==> config.mk <==
export PLATFORM = sky130hd
export DESIGN_NAME = sermode_ctrl
export DESIGN_NICKNAME = d
export VERILOG_FILES = /design/src/rtl/sermode_pkg.sv /design/src/rtl/sermode_reg.sv /design/src/rtl/sermode_clk.sv /design/src/rtl/sermode_trig.sv /design/src/rtl/sermode_ctrl.sv
export SDC_FILE = /design/constraint.sdc
export NUM_CORES = 1
export LEC_CHECK = 0
export ABC_AREA = 1
export BUFFER_PORTS_ARGS = -buffer_cell sky130_fd_sc_hd__buf_2
export CORE_MARGIN = 5
export CORE_UTILIZATION = 55
export CTS_CLUSTER_DIAMETER = 120
export DETAILED_ROUTE_END_ITERATION = 10
export MAX_ROUTING_LAYER = met4
export PLACE_DENSITY = 0.85
export SYNTH_ARGS = -nofsm -noshare
export SYNTH_HDL_FRONTEND = slang
export SYNTH_HIERARCHICAL = 1
export SYNTH_SLANG_ARGS = --single-unit
==> constraint.sdc <==
create_clock -name clk -period 5.9 [get_ports clk]
set_clock_uncertainty 0.15 [all_clocks]
set_input_delay 1.18 -clock clk [delete_from_list [all_inputs] [get_ports clk]]
set_output_delay 1.18 -clock clk [all_outputs]
set_load 0.05 [all_outputs]
==> src/rtl/sermode_pkg.sv <==
package sermode_pkg;
  localparam int unsigned CFG_W = 16;
  localparam logic [CFG_W-1:0] CFG_RESET = 16'h0020;
  localparam logic [CFG_W-1:0] CFG_ONES  = 16'h0020;

  localparam int unsigned B_CLKSEL = 15;
  localparam int unsigned B_XCLK   = 14;
  localparam int unsigned B_TRIG   = 8;
  localparam int unsigned B_RXINV  = 6;
  localparam int unsigned B_IRQ    = 0;

  typedef enum logic [1:0] {
    PMODE_SPI  = 2'b00,
    PMODE_UART = 2'b01,
    PMODE_I2C  = 2'b10,
    PMODE_RSVD = 2'b11
  } proto_mode_e;

  // Bits that accept writes while the channel is idle
  function automatic logic [CFG_W-1:0] idle_wr_mask(input bit has_trig);
    logic [CFG_W-1:0] m;
    m = 16'hC007;
    if (has_trig) m = m | 16'h0140;
    return m;
  endfunction

  // Operation-clock enables per transfer-clock enable
  function automatic logic [16:0] xfer_period(input logic [15:0] ratio);
    return ({1'b0, ratio} + 17'd1) << 1;
  endfunction
endpackage

==> src/rtl/sermode_reg.sv <==
module sermode_reg
  import sermode_pkg::*;
#(
  parameter bit HAS_RX_TRIG = 1'b1
) (
  input  logic             clk,
  input  logic             rst_n,
  input  logic             wr_en,
  input  logic [CFG_W-1:0] wr_data,
  input  logic             chan_run,
  output logic [CFG_W-1:0] cfg_q
);
  localparam logic [CFG_W-1:0] WR_MASK = idle_wr_mask(HAS_RX_TRIG);

  logic wr_locked;
  assign wr_locked = wr_en & chan_run;

  always_ff @(posedge clk or negedge rst_n) begin
    if (!rst_n) begin
      cfg_q <= CFG_RESET;
    end else if (wr_locked) begin
      cfg_q[B_IRQ] <= wr_data[B_IRQ];
    end else if (wr_en) begin
      cfg_q <= (wr_data & WR_MASK) | CFG_ONES;
    end
  end

  AST_LOCK_HOLDS: assert property (@(posedge clk) disable iff (!rst_n)
    chan_run |=> $stable(cfg_q[CFG_W-1:1]));
endmodule

==> src/rtl/sermode_clk.sv <==
module sermode_clk
  import sermode_pkg::*;
#(
  parameter int unsigned DIV_W = 7
) (
  input  logic             clk,
  input  logic             rst_n,
  input  logic             chan_run,
  input  logic             clk_sel,
  input  logic             ext_sel,
  input  logic             ck0_en,
  input  logic             ck1_en,
  input  logic             ext_sck_en,
  input  logic [DIV_W-1:0] div_ratio,
  output logic             op_clk_en,
  output logic             xfer_clk_en
);
  localparam int unsigned CNT_W = DIV_W + 1;

  logic [CNT_W-1:0] cnt_q;
  logic [16:0]      period;
  logic             at_wrap;
  logic             div_active;
  logic             div_tick;

  assign op_clk_en  = clk_sel ? ck1_en : ck0_en;
  assign period     = xfer_period(16'(div_ratio));
  assign at_wrap    = (17'(cnt_q) == (period - 17'd1));
  assign div_active = chan_run & ~ext_sel;
  assign div_tick   = div_active & op_clk_en & at_wrap;

  always_ff @(posedge clk or negedge rst_n) begin
    if (!rst_n) begin
      cnt_q <= '0;
    end else if (!div_active) begin
      cnt_q <= '0;
    end else if (op_clk_en) begin
      cnt_q <= at_wrap ? '0 : cnt_q + 1'b1;
    end
  end

  assign xfer_clk_en = ext_sel ? ext_sck_en : div_tick;

  AST_DIV_SPACED: assert property (@(posedge clk) disable iff (!rst_n)
    div_tick |=> !div_tick);
endmodule

==> src/rtl/sermode_trig.sv <==
module sermode_trig #(
  parameter int unsigned SYNC_STAGES = 2
) (
  input  logic clk,
  input  logic rst_n,
  input  logic chan_run,
  input  logic edge_mode,
  input  logic op_clk_en,
  input  logic start_req,
  input  logic rxd_pin,
  output logic start_pulse
);
  logic [SYNC_STAGES-1:0] sync_q;
  logic                   hist_q;
  logic                   armed_q;
  logic                   rx_fall;
  logic                   edge_fire;
  logic                   sw_fire;

  always_ff @(posedge clk or negedge rst_n) begin
    if (!rst_n) begin
      sync_q <= '1;
      hist_q <= 1'b1;
    end else if (op_clk_en) begin
      sync_q <= {sync_q[SYNC_STAGES-2:0], rxd_pin};
      hist_q <= sync_q[SYNC_STAGES-1];
    end
  end

  assign rx_fall   = op_clk_en & hist_q & ~sync_q[SYNC_STAGES-1];
  assign edge_fire = chan_run & edge_mode & armed_q & rx_fall;
  assign sw_fire   = chan_run & ~edge_mode & start_req;

  always_ff @(posedge clk or negedge rst_n) begin
    if (!rst_n) begin
      armed_q     <= 1'b0;
      start_pulse <= 1'b0;
    end else begin
      start_pulse <= sw_fire | edge_fire;
      if (!chan_run || !edge_mode) armed_q <= 1'b0;
      else if (edge_fire)          armed_q <= 1'b0;
      else if (start_req)          armed_q <= 1'b1;
    end
  end

  AST_START_NEEDS_RUN: assert property (@(posedge clk) disable iff (!rst_n)
    start_pulse |-> $past(chan_run));
  AST_EDGE_NEEDS_ARM: assert property (@(posedge clk) disable iff (!rst_n)
    (start_pulse && $past(edge_mode)) |-> $past(armed_q));
  AST_IDLE_DISARMS: assert property (@(posedge clk) disable iff (!rst_n)
    !chan_run |=> !armed_q);
endmodule

==> src/rtl/sermode_ctrl.sv <==
module sermode_ctrl
  import sermode_pkg::*;
#(
  parameter bit          HAS_RX_TRIG = 1'b1,
  parameter int unsigned DIV_W       = 7,
  parameter int unsigned SYNC_STAGES = 2
) (
  input  logic             clk,
  input  logic             rst_n,
  input  logic             wr_en,
  input  logic [15:0]      wr_data,
  output logic [15:0]      rd_data,
  input  logic             chan_run,
  input  logic             start_req,
  input  logic             rxd_pin,
  input  logic             ck0_en,
  input  logic             ck1_en,
  input  logic             ext_sck_en,
  input  logic [DIV_W-1:0] div_ratio,
  output logic             op_clk_en,
  output logic             xfer_clk_en,
  output logic             ext_clk_sel,
  output logic [1:0]       proto_mode,
  output logic             irq_src_sel,
  output logic             rxd_data,
  output logic             start_pulse
);
  logic [CFG_W-1:0] cfg_q;
  logic             uart_sel;
  logic             rx_inv_on;

  sermode_reg #(.HAS_RX_TRIG(HAS_RX_TRIG)) u_reg (
    .clk(clk), .rst_n(rst_n), .wr_en(wr_en), .wr_data(wr_data),
    .chan_run(chan_run), .cfg_q(cfg_q)
  );

  sermode_clk #(.DIV_W(DIV_W)) u_clk (
    .clk(clk), .rst_n(rst_n), .chan_run(chan_run),
    .clk_sel(cfg_q[B_CLKSEL]), .ext_sel(cfg_q[B_XCLK]),
    .ck0_en(ck0_en), .ck1_en(ck1_en), .ext_sck_en(ext_sck_en),
    .div_ratio(div_ratio), .op_clk_en(op_clk_en), .xfer_clk_en(xfer_clk_en)
  );

  sermode_trig #(.SYNC_STAGES(SYNC_STAGES)) u_trig (
    .clk(clk), .rst_n(rst_n), .chan_run(chan_run),
    .edge_mode(cfg_q[B_TRIG]), .op_clk_en(op_clk_en),
    .start_req(start_req), .rxd_pin(rxd_pin), .start_pulse(start_pulse)
  );

  assign rd_data     = cfg_q;
  assign ext_clk_sel = cfg_q[B_XCLK];
  assign proto_mode  = cfg_q[2:1];
  assign irq_src_sel = cfg_q[B_IRQ];
  assign uart_sel    = (proto_mode_e'(cfg_q[2:1]) == PMODE_UART);
  assign rx_inv_on   = cfg_q[B_RXINV] & uart_sel;
  assign rxd_data    = rxd_pin ^ rx_inv_on;

  AST_START_SINGLE_SW: assert property (@(posedge clk) disable iff (!rst_n)
    (start_pulse && !$past(start_req)) |-> $past(cfg_q[B_TRIG]));
endmodule

After elaboration in Yosys (flattened, before gate mapping)
Index checks and enable logic that the tools add are counted.
{"block": "op_classes", "n_addsub": 3, "eq_ne": 3, "muxes": 10, "n_bitwise": 18, "n_reduce_logical": 6}
{"op": "8-bit 2-to-1 mux", "count": 3}
{"op": "8-bit by 17-bit == test with 1-bit output", "count": 1}
{"op": "17-bit by 1-bit subtractor with 17-bit output, second input constant", "count": 1}
{"op": "1-bit AND", "count": 12}
{"op": "7-bit by 1-bit adder with 8-bit output, second input constant", "count": 1}
{"op": "8-bit by 1-bit adder with 8-bit output, second input constant", "count": 1}
{"op": "1-bit 2-to-1 mux", "count": 7}
{"op": "1-bit NOT", "count": 4}
{"op": "3-bit nonzero test", "count": 1}
{"op": "2-bit by 1-bit == test with 1-bit output, second input constant", "count": 1}
{"op": "1-bit zero test", "count": 2}
{"op": "2-bit by 1-bit != test with 1-bit output, second input constant", "count": 1}
{"op": "2-bit AND reduction", "count": 1}
{"op": "2-bit nonzero test", "count": 1}
{"op": "1-bit logical OR", "count": 1}
{"op": "1-bit bitwise OR", "count": 1}
{"op": "1-bit XOR", "count": 1}
{"block": "word_totals", "reg_bits": 20, "input_bits": 32, "out_inout_bits": 24, "word_cells": 47}

Depth between registers and ports, before layout
Gate-level depths: netlist of run 1.
{"block": "logic_depth", "word_depth": 6, "depth_mapped": 13, "ltp_nobuf": 13}

By module
The synthesis of run 1 kept the hierarchy.
{"module": "sermode_clk", "instances": 1, "cells_each": 182, "area_per_inst_um2": 1029.7, "seq_area_each_um2": 200.2}
{"module": "sermode_reg", "instances": 1, "cells_each": 42, "area_per_inst_um2": 364.1, "seq_area_each_um2": 175.2}
{"module": "sermode_trig", "instances": 1, "cells_each": 29, "area_per_inst_um2": 225.2, "seq_area_each_um2": 128.9}
{"module": "sermode_ctrl", "instances": 1, "cells_each": 12, "area_per_inst_um2": 63.8, "seq_area_each_um2": 0.0}

Worst setup path after synthesis of run 1
OpenSTA, ideal clock, no wires.
{"block": "synth_timing", "path_type": "input-to-output", "startpoint": "input div_ratio[0]", "endpoint": "output xfer_clk_en", "t_arrival_ps": 2624, "t_required_ps": 4570, "slack_ps": 1946, "path_stages": 10, "n_path_buf": 0, "path_cell_list": "ha_1 > nor2_4 > nand3_2 > nor2_4 > nand2_1 > nor2_1 > nand4_1 > nand2_2 > nand4_1 > nand2_1"}
{"block": "synth_between", "elab_chain_len": 5}
{"item": "start, declared", "line_no": "sermode_ctrl.sv:19", "rtl": "input logic [DIV_W-1:0] div_ratio,"}
{"item": "7-bit by 1-bit adder with 8-bit output", "line_no": "sermode_pkg.sv:29", "rtl": "return ({1'b0, ratio} + 17'd1) << 1;"}
{"item": "17-bit by 1-bit subtractor with 17-bit output", "line_no": "sermode_clk.sv:28", "rtl": "assign at_wrap = (17'(cnt_q) == (period - 17'd1));"}
{"item": "8-bit by 17-bit == test with 1-bit output", "line_no": "sermode_clk.sv:28"}
{"item": "1-bit AND", "line_no": "sermode_clk.sv:30", "rtl": "assign div_tick = div_active & op_clk_en & at_wrap;"}
{"item": "1-bit 2-to-1 mux", "line_no": "sermode_clk.sv:42", "rtl": "assign xfer_clk_en = ext_sel ? ext_sck_en : div_tick;"}
{"item": "end, declared", "line_no": "sermode_ctrl.sv:21", "rtl": "output logic xfer_clk_en,"}
No other way between the ends.

Final worst setup path of run 1
Same ends and word-level chain as after synthesis.

==> metrics, run 1 <==
Ys Warns 6; CP endpoint kind primary output; Synth Instances 265; TritonRoute pass-1 iters 4; startpoint types input pin; WP data arrival 2.93 ns; Synth area leaders dfrtp_1 25%, nand2_1 23%, inv_1 7.8%; Total GRT Usage 18.83%; root buf cell clkbuf_4; worst setup path start div_ratio[0]; status finished, final reports clean; simple logic cell fraction of the synthesized area between 40% and 50%; Worst Hold Class flop to flop; Routed Antenna Nets 0; Seq/Total Area, Yosys between 20 and 30%; # rows 20; setup TNS 0 ns; Synth Area in Compound Gates under 10%; final hold violation count 0; share of cells above drive strength 1 21.81%; max cap viols 0; Synth Area in Adders 1.487%; Setup violations, final 0; Core Box Area around 3000 um^2; Req. time, crit path 4.57 ns; worst-path maximum fanout 8; Leakage 1.037 nW; Initial Util 56.04%; placed insts 327; Post-synth top cells 102 x nand2_1, 35 x inv_1, 21 x nand3_1; area leader, netlist dfrtp_1; WHS 0.3345 ns; CP Class input pin to primary output; synthesized area 1683 um^2; mux contribution to synthesized area 0%; CTS Hold Bufs 0; pwr dens 220.7 nW/um^2; gpl congestion 0.8511; Avg Inst Size Synth 6.350 um^2; pre-CTS setup slack 1.631 ns; vias per cell 4.958; Worst VDD drop 0.0001459 V; DRT Wirelength 3466 um; synthesis-to-finish area growth 11.23%; diodes inserted 0; Worst R2R Start u_reg/cfg_q[15]; I/O pin count 56; Fmax 0.2349 GHz; TritonCTS clock tree done; Post-synth EDFFs 0; initial DRC count 65; post-cts resize count 0; remaining global-route overflow 0; post-synthesis register bit count 20; hold path start u_trig/sync_q[0]; Primary FF master, synth dfrtp_1; fraction of registers with async set/reset 100.0%; RSZ-0062 raised after global routing false; count leader, synth nand2_1; die width 65.32 um; post-route setup slack about 1.6 ns; Synth Area in XOR/XNOR 0.5204%; CTS max path bufs 2; Tcrit/Tclk final 72.15%; Layout Cells excl Fill about 330; vias 1641; Remaining DRCs 0; post-synth cell types 28; Sink Count 20; DP Wirelength about 2800 um; largest net degree at the start of global routing 21; initial antenna violation count 0; Clk Latency, worst-skew pair roughly 0.30 ns; clk slew on worst S/H paths ~0.12 ns; die height roughly 65 um; Final min period 4.257 ns; port buffer count 37; fin. max-slew vios 0; number of global-route vias before repair around 1600; wire per inst roughly 10 um; largest family of logic cells by synthesized area simple AND/OR/NAND/NOR gates; post-synth top area share 25.28%; CTS buffer count 3; final net count 333; die area 4266 um^2; H-tree depth 1; first-pass GRT wire length roughly 6400 um; Post-CTS Repair Setup Buffers 0
## worst paths after layout
| path | cells past startpoint | end | slack [ns] |
|---|---|---|---|
| min in group asynchronous | 1 | u_reg/cfg_q[2] | 0.66 |
| setup reg to reg | 5 | u_clk/cnt_q[5] | 4.16 |
| hold / removal | 2 | u_trig/sync_q[0] | 0.33 |
| setup / recovery | 13 | xfer_clk_en | 1.64 |
| hold reg to reg | 2 | u_trig/sync_q[0] | 0.33 |
| max in group asynchronous | 1 | u_trig/sync_q[1] | 4.60 |
## layout by cell type (no fill, tap or decap)
| cell | count |
|---|---|
| nor2_2 | 2 |
| nand2_1 | 102 |
| a31oi_1 | 1 |
| o21ai_1 | 4 |
| a21oi_1 | 5 |
| nand2_2 | 5 |
| nand4_1 | 6 |
| xor2_1 | 1 |
| conb_1 | 9 |
| bufinv_16 | 1 |
| nand3b_1 | 1 |
| inv_2 | 2 |
| clkbuf_4 | 3 |
| nor3_2 | 1 |
| nand3_2 | 5 |
| dfstp_2 | 3 |
| inv_1 | 35 |
| o21a_1 | 1 |
| nor2_1 | 20 |
| nor3_1 | 3 |
| buf_2 | 37 |
| nand3_1 | 21 |
| o21ai_2 | 1 |
| nand3_4 | 1 |
| dfrtp_1 | 17 |
| nand2_4 | 1 |
| nor2_4 | 3 |
| o21ai_0 | 5 |
| ha_1 | 2 |
## flip-flops by register name, summed over array words and instances, names as in the netlist
name                count
u_clk/cnt_q             8
u_reg/cfg_q             7
u_trig/sync_q           2
u_trig/armed_q          1
u_trig/hist_q           1
u_trig/start_pulse      1
## worst max-delay path: stages
cell     delay, ns
buf_2         0.17
ha_1          0.30
nand3_2       0.15
nand2_1       0.09
nand2_1       0.12
nor2_4        0.12
nand2_1       0.07
nor2_1        0.08
nand4_1       0.10
nand2_2       0.12
nand4_1       0.10
nand2_1       0.07
buf_2         0.25
## layer usage
metal	vias up	GRT usage, %	routed length (um)
met3	2	2.564	161
li1	872	-	-
met1	733	21.37	1544
met5	-	-	0
met2	34	34.13	1738
met4	0	5.959	22
## stage by stage
stage | utilization, % | cell area [um^2] | total power [mW]
after floorplan | - | 1709 | 0.2809
after global placement | 60.58 | 1819 | 0.3031
after detailed placement | 60.58 | 1819 | 0.3072
after CTS | 62.33 | 1872 | 0.4177
after global routing | 62.33 | 1872 | 0.4395
final | 62.33 | 1872 | 0.4131
## final cells by class
class / instances / area (um^2)
Inverter: 37 / 138.9
Tap cell: 33 / 41.29
Sequential cell: 20 / 504.2
Multi-Input combinational cell: 200 / 949.7
Clock buffer: 3 / 22.52
Timing Repair Buffer: 37 / 185.2
Clock inverter: 1 / 30.03
Fill cell: 300 / 1131
## cell families (layout without fill, tap and decap cells)
| group | after synthesis | after routing |
|---|---|---|
| DFF | 20 | 20 |
| and+or+nand+nor | 171 | 171 |
| buffers and inverters | 52 | 78 |
| AOI/OAI and AO/OA | 17 | 17 |
| adders and majority gates | 2 | 2 |
| xor gates and xnor gates | 1 | 1 |
| other | 2 | 9 |
## report_power, final
group | internal [mW] | total (mW) | switching [mW]
Sequential | 0.153 | 0.164 | 0.0110
Combinational | 0.0333 | 0.139 | 0.106
Clock | 0.0686 | 0.109 | 0.0407
Total | 0.255 | 0.413 | 0.158
(Power assumes the default switching activity.)
==> run 2, diff against run 1 <==
--- a/config.mk
+++ b/config.mk
@@ -8,11 +8,11 @@
 export ABC_AREA = 1
 export BUFFER_PORTS_ARGS = -buffer_cell sky130_fd_sc_hd__buf_2
 export CORE_MARGIN = 5
-export CORE_UTILIZATION = 55
+export CORE_UTILIZATION = 51
 export CTS_CLUSTER_DIAMETER = 120
 export DETAILED_ROUTE_END_ITERATION = 10
 export MAX_ROUTING_LAYER = met4
-export PLACE_DENSITY = 0.85
+export PLACE_DENSITY = 0.8
 export SYNTH_ARGS = -nofsm -noshare
 export SYNTH_HDL_FRONTEND = slang
 export SYNTH_HIERARCHICAL = 1
==> constraint.sdc (replaced) <==
create_clock -name clk -period 4.1 [get_ports clk]
set_clock_uncertainty 0.15 [all_clocks]
set_input_delay 0.82 -clock clk [delete_from_list [all_inputs] [get_ports clk]]
set_output_delay 0.82 -clock clk [all_outputs]
set_load 0.05 [all_outputs]
==> metrics, run 2 (same netlist as run 1, synthesis figures left out) <==
status finished, final reports clean; CP bufs+invs 2; share of cells above drive strength 1 21.81%; commonest non-fill, non-tap cell in the layout nand2_1; TritonRoute pass-1 iters 4; Tcrit/Tclk final 85.61%; CTS max path bufs 2; design area about 1900 um^2; diodes inserted 0; DRT Wirelength between 3000 and 4000 um; Crit-path slowest cell ha_1; Core Util, Final between 60 and 70%; Layout Cells excl Fill 342; Worst R2R Path Depth 9; TritonCTS clock tree done; die height 67.45 um; Fill cells 311; Post-CTS Repair Setup Buffers 0; WHS 0.2785 ns; # rows 20; CP max stage delay 0.30 ns; multi-input logic area 949.7 um^2; Worst path top cell family by delay simple AND/OR/NAND/NOR gates; wire per inst between 9 and 10 um; number of flip-flops under the largest register name 8; DP Wirelength about 2700 um; post-route setup slack 0.5898 ns; Remaining DRCs 0; initial DRC count 57; Fmax 0.2849 GHz; CP endpoint kind primary output; post-cts resize count 0; Clk Latency, worst-skew pair just over 0.3 ns; RSZ-0062 raised after global routing false; Setup violations, final 0; CP Cell Sequence buf_2, ha_1, nand3_2, nand2_1, nand2_1, nor2_4, nand2_1, nor2_1, nand4_1, nand2_2, nand4_1, nand2_1, buf_2; Initial Util 54.23%; die area 4549 um^2; R2R Path End u_clk/cnt_q[7]; first-pass GRT wire length 5789 um; Worst Hold Class input pin to async pin; startpoint types input pin; die width 67.45 um; final net count approximately 330; CTS buffer count 3; largest registers u_clk/cnt_q: 8 flops, u_reg/cfg_q: 7 flops, u_trig/sync_q: 2 flops; CP dominant cell by count nand2_1; Final min period 3.510 ns; fin. max-slew vios 0; root buf cell clkbuf_4; initial antenna violation count 0; pre-CTS setup slack 0.6147 ns; vias per cell 4.708; synthesis-to-finish area growth 12.04%; max cap viols 0; I/O pin count between 50 and 60; CTS Hold Bufs 0; port buffer count 37; Worst R2R Start u_clk/cnt_q[2]; Total GRT Usage between 10% and 20%; WP data arrival 2.54 ns; Req. time, crit path about 3.1 ns; clk slew on worst S/H paths 0.11 ns; placed insts 338; storage element area around 500 um^2; Biggest register u_clk/cnt_q; remaining global-route overflow 0; gpl congestion 0.8755; worst-path maximum fanout 8; Design Power ~600 uW; setup TNS 0 ns; r2r setup slk 2.39 ns; Sink Count 20; largest net degree at the start of global routing 21; Area after DPL 1833 um^2; vias roughly 1600; Routed Antenna Nets 0; Worst VDD drop 0.0004583 V; pwr dens 315.8 nW/um^2; number of global-route vias before repair 1441; most frequent cells in the layout 102 x nand2_1, 37 x buf_2, 35 x inv_1; CP Class input pin to primary output; Leakage 1.037 nW; Core Box Area 3103 um^2; final hold violation count 0; H-tree depth 1
run 2: cell counts in the layout (fill, tap and decap cells not counted):
No cell type changed its count.
run 2: final cells by class:
class	instances	area share, %
Sequential cell	20	26.74
Inverter	37	7.366
Clock buffer	3	1.194
Clock inverter	1	1.593
Tap cell	44	2.920
Multi-Input combinational cell	200	50.36
Timing Repair Buffer	37	9.821
run 2: worst reg2reg max path, stage by stage, from the launching register on:
cell and delay, ns:
dfrtp_1 0.44, inv_1 0.09, nor3_2 0.22, nand2_1 0.09, nor3_1 0.21, nand2_1 0.10, xor2_1 0.15, nor2_1 0.09
nand2_1 0.06, nand2_1 0.06
run 2: metal layers:
metal | vias to the layer above | part of all wire (%) | GRT usage (%) | routed length [um]
li1 | 867 | - | - | -
met4 | 0 | 0.80 | 3.797 | 27
met3 | 4 | 4.4 | 4.326 | 148
met2 | 24 | 49 | 26.26 | 1641
met5 | - | 0 | - | 0
met1 | 715 | 46 | 21.44 | 1554
run 2: worst max-delay path by stage:
stage,startpoint,cells past startpoint,end
final,div_ratio[0],13,xfer_clk_en
after global routing,div_ratio[0],14,xfer_clk_en
after CTS,div_ratio[0],13,xfer_clk_en
after detailed placement,div_ratio[0],13,xfer_clk_en
after global placement,div_ratio[0],13,xfer_clk_en
after floorplan,div_ratio[0],10,xfer_clk_en
run 2: power breakdown:
group          switching [mW]  total (mW)  internal (mW)
clock                  0.0605       0.159         0.0989
sequential             0.0156       0.236          0.221
combinational           0.152       0.200         0.0479
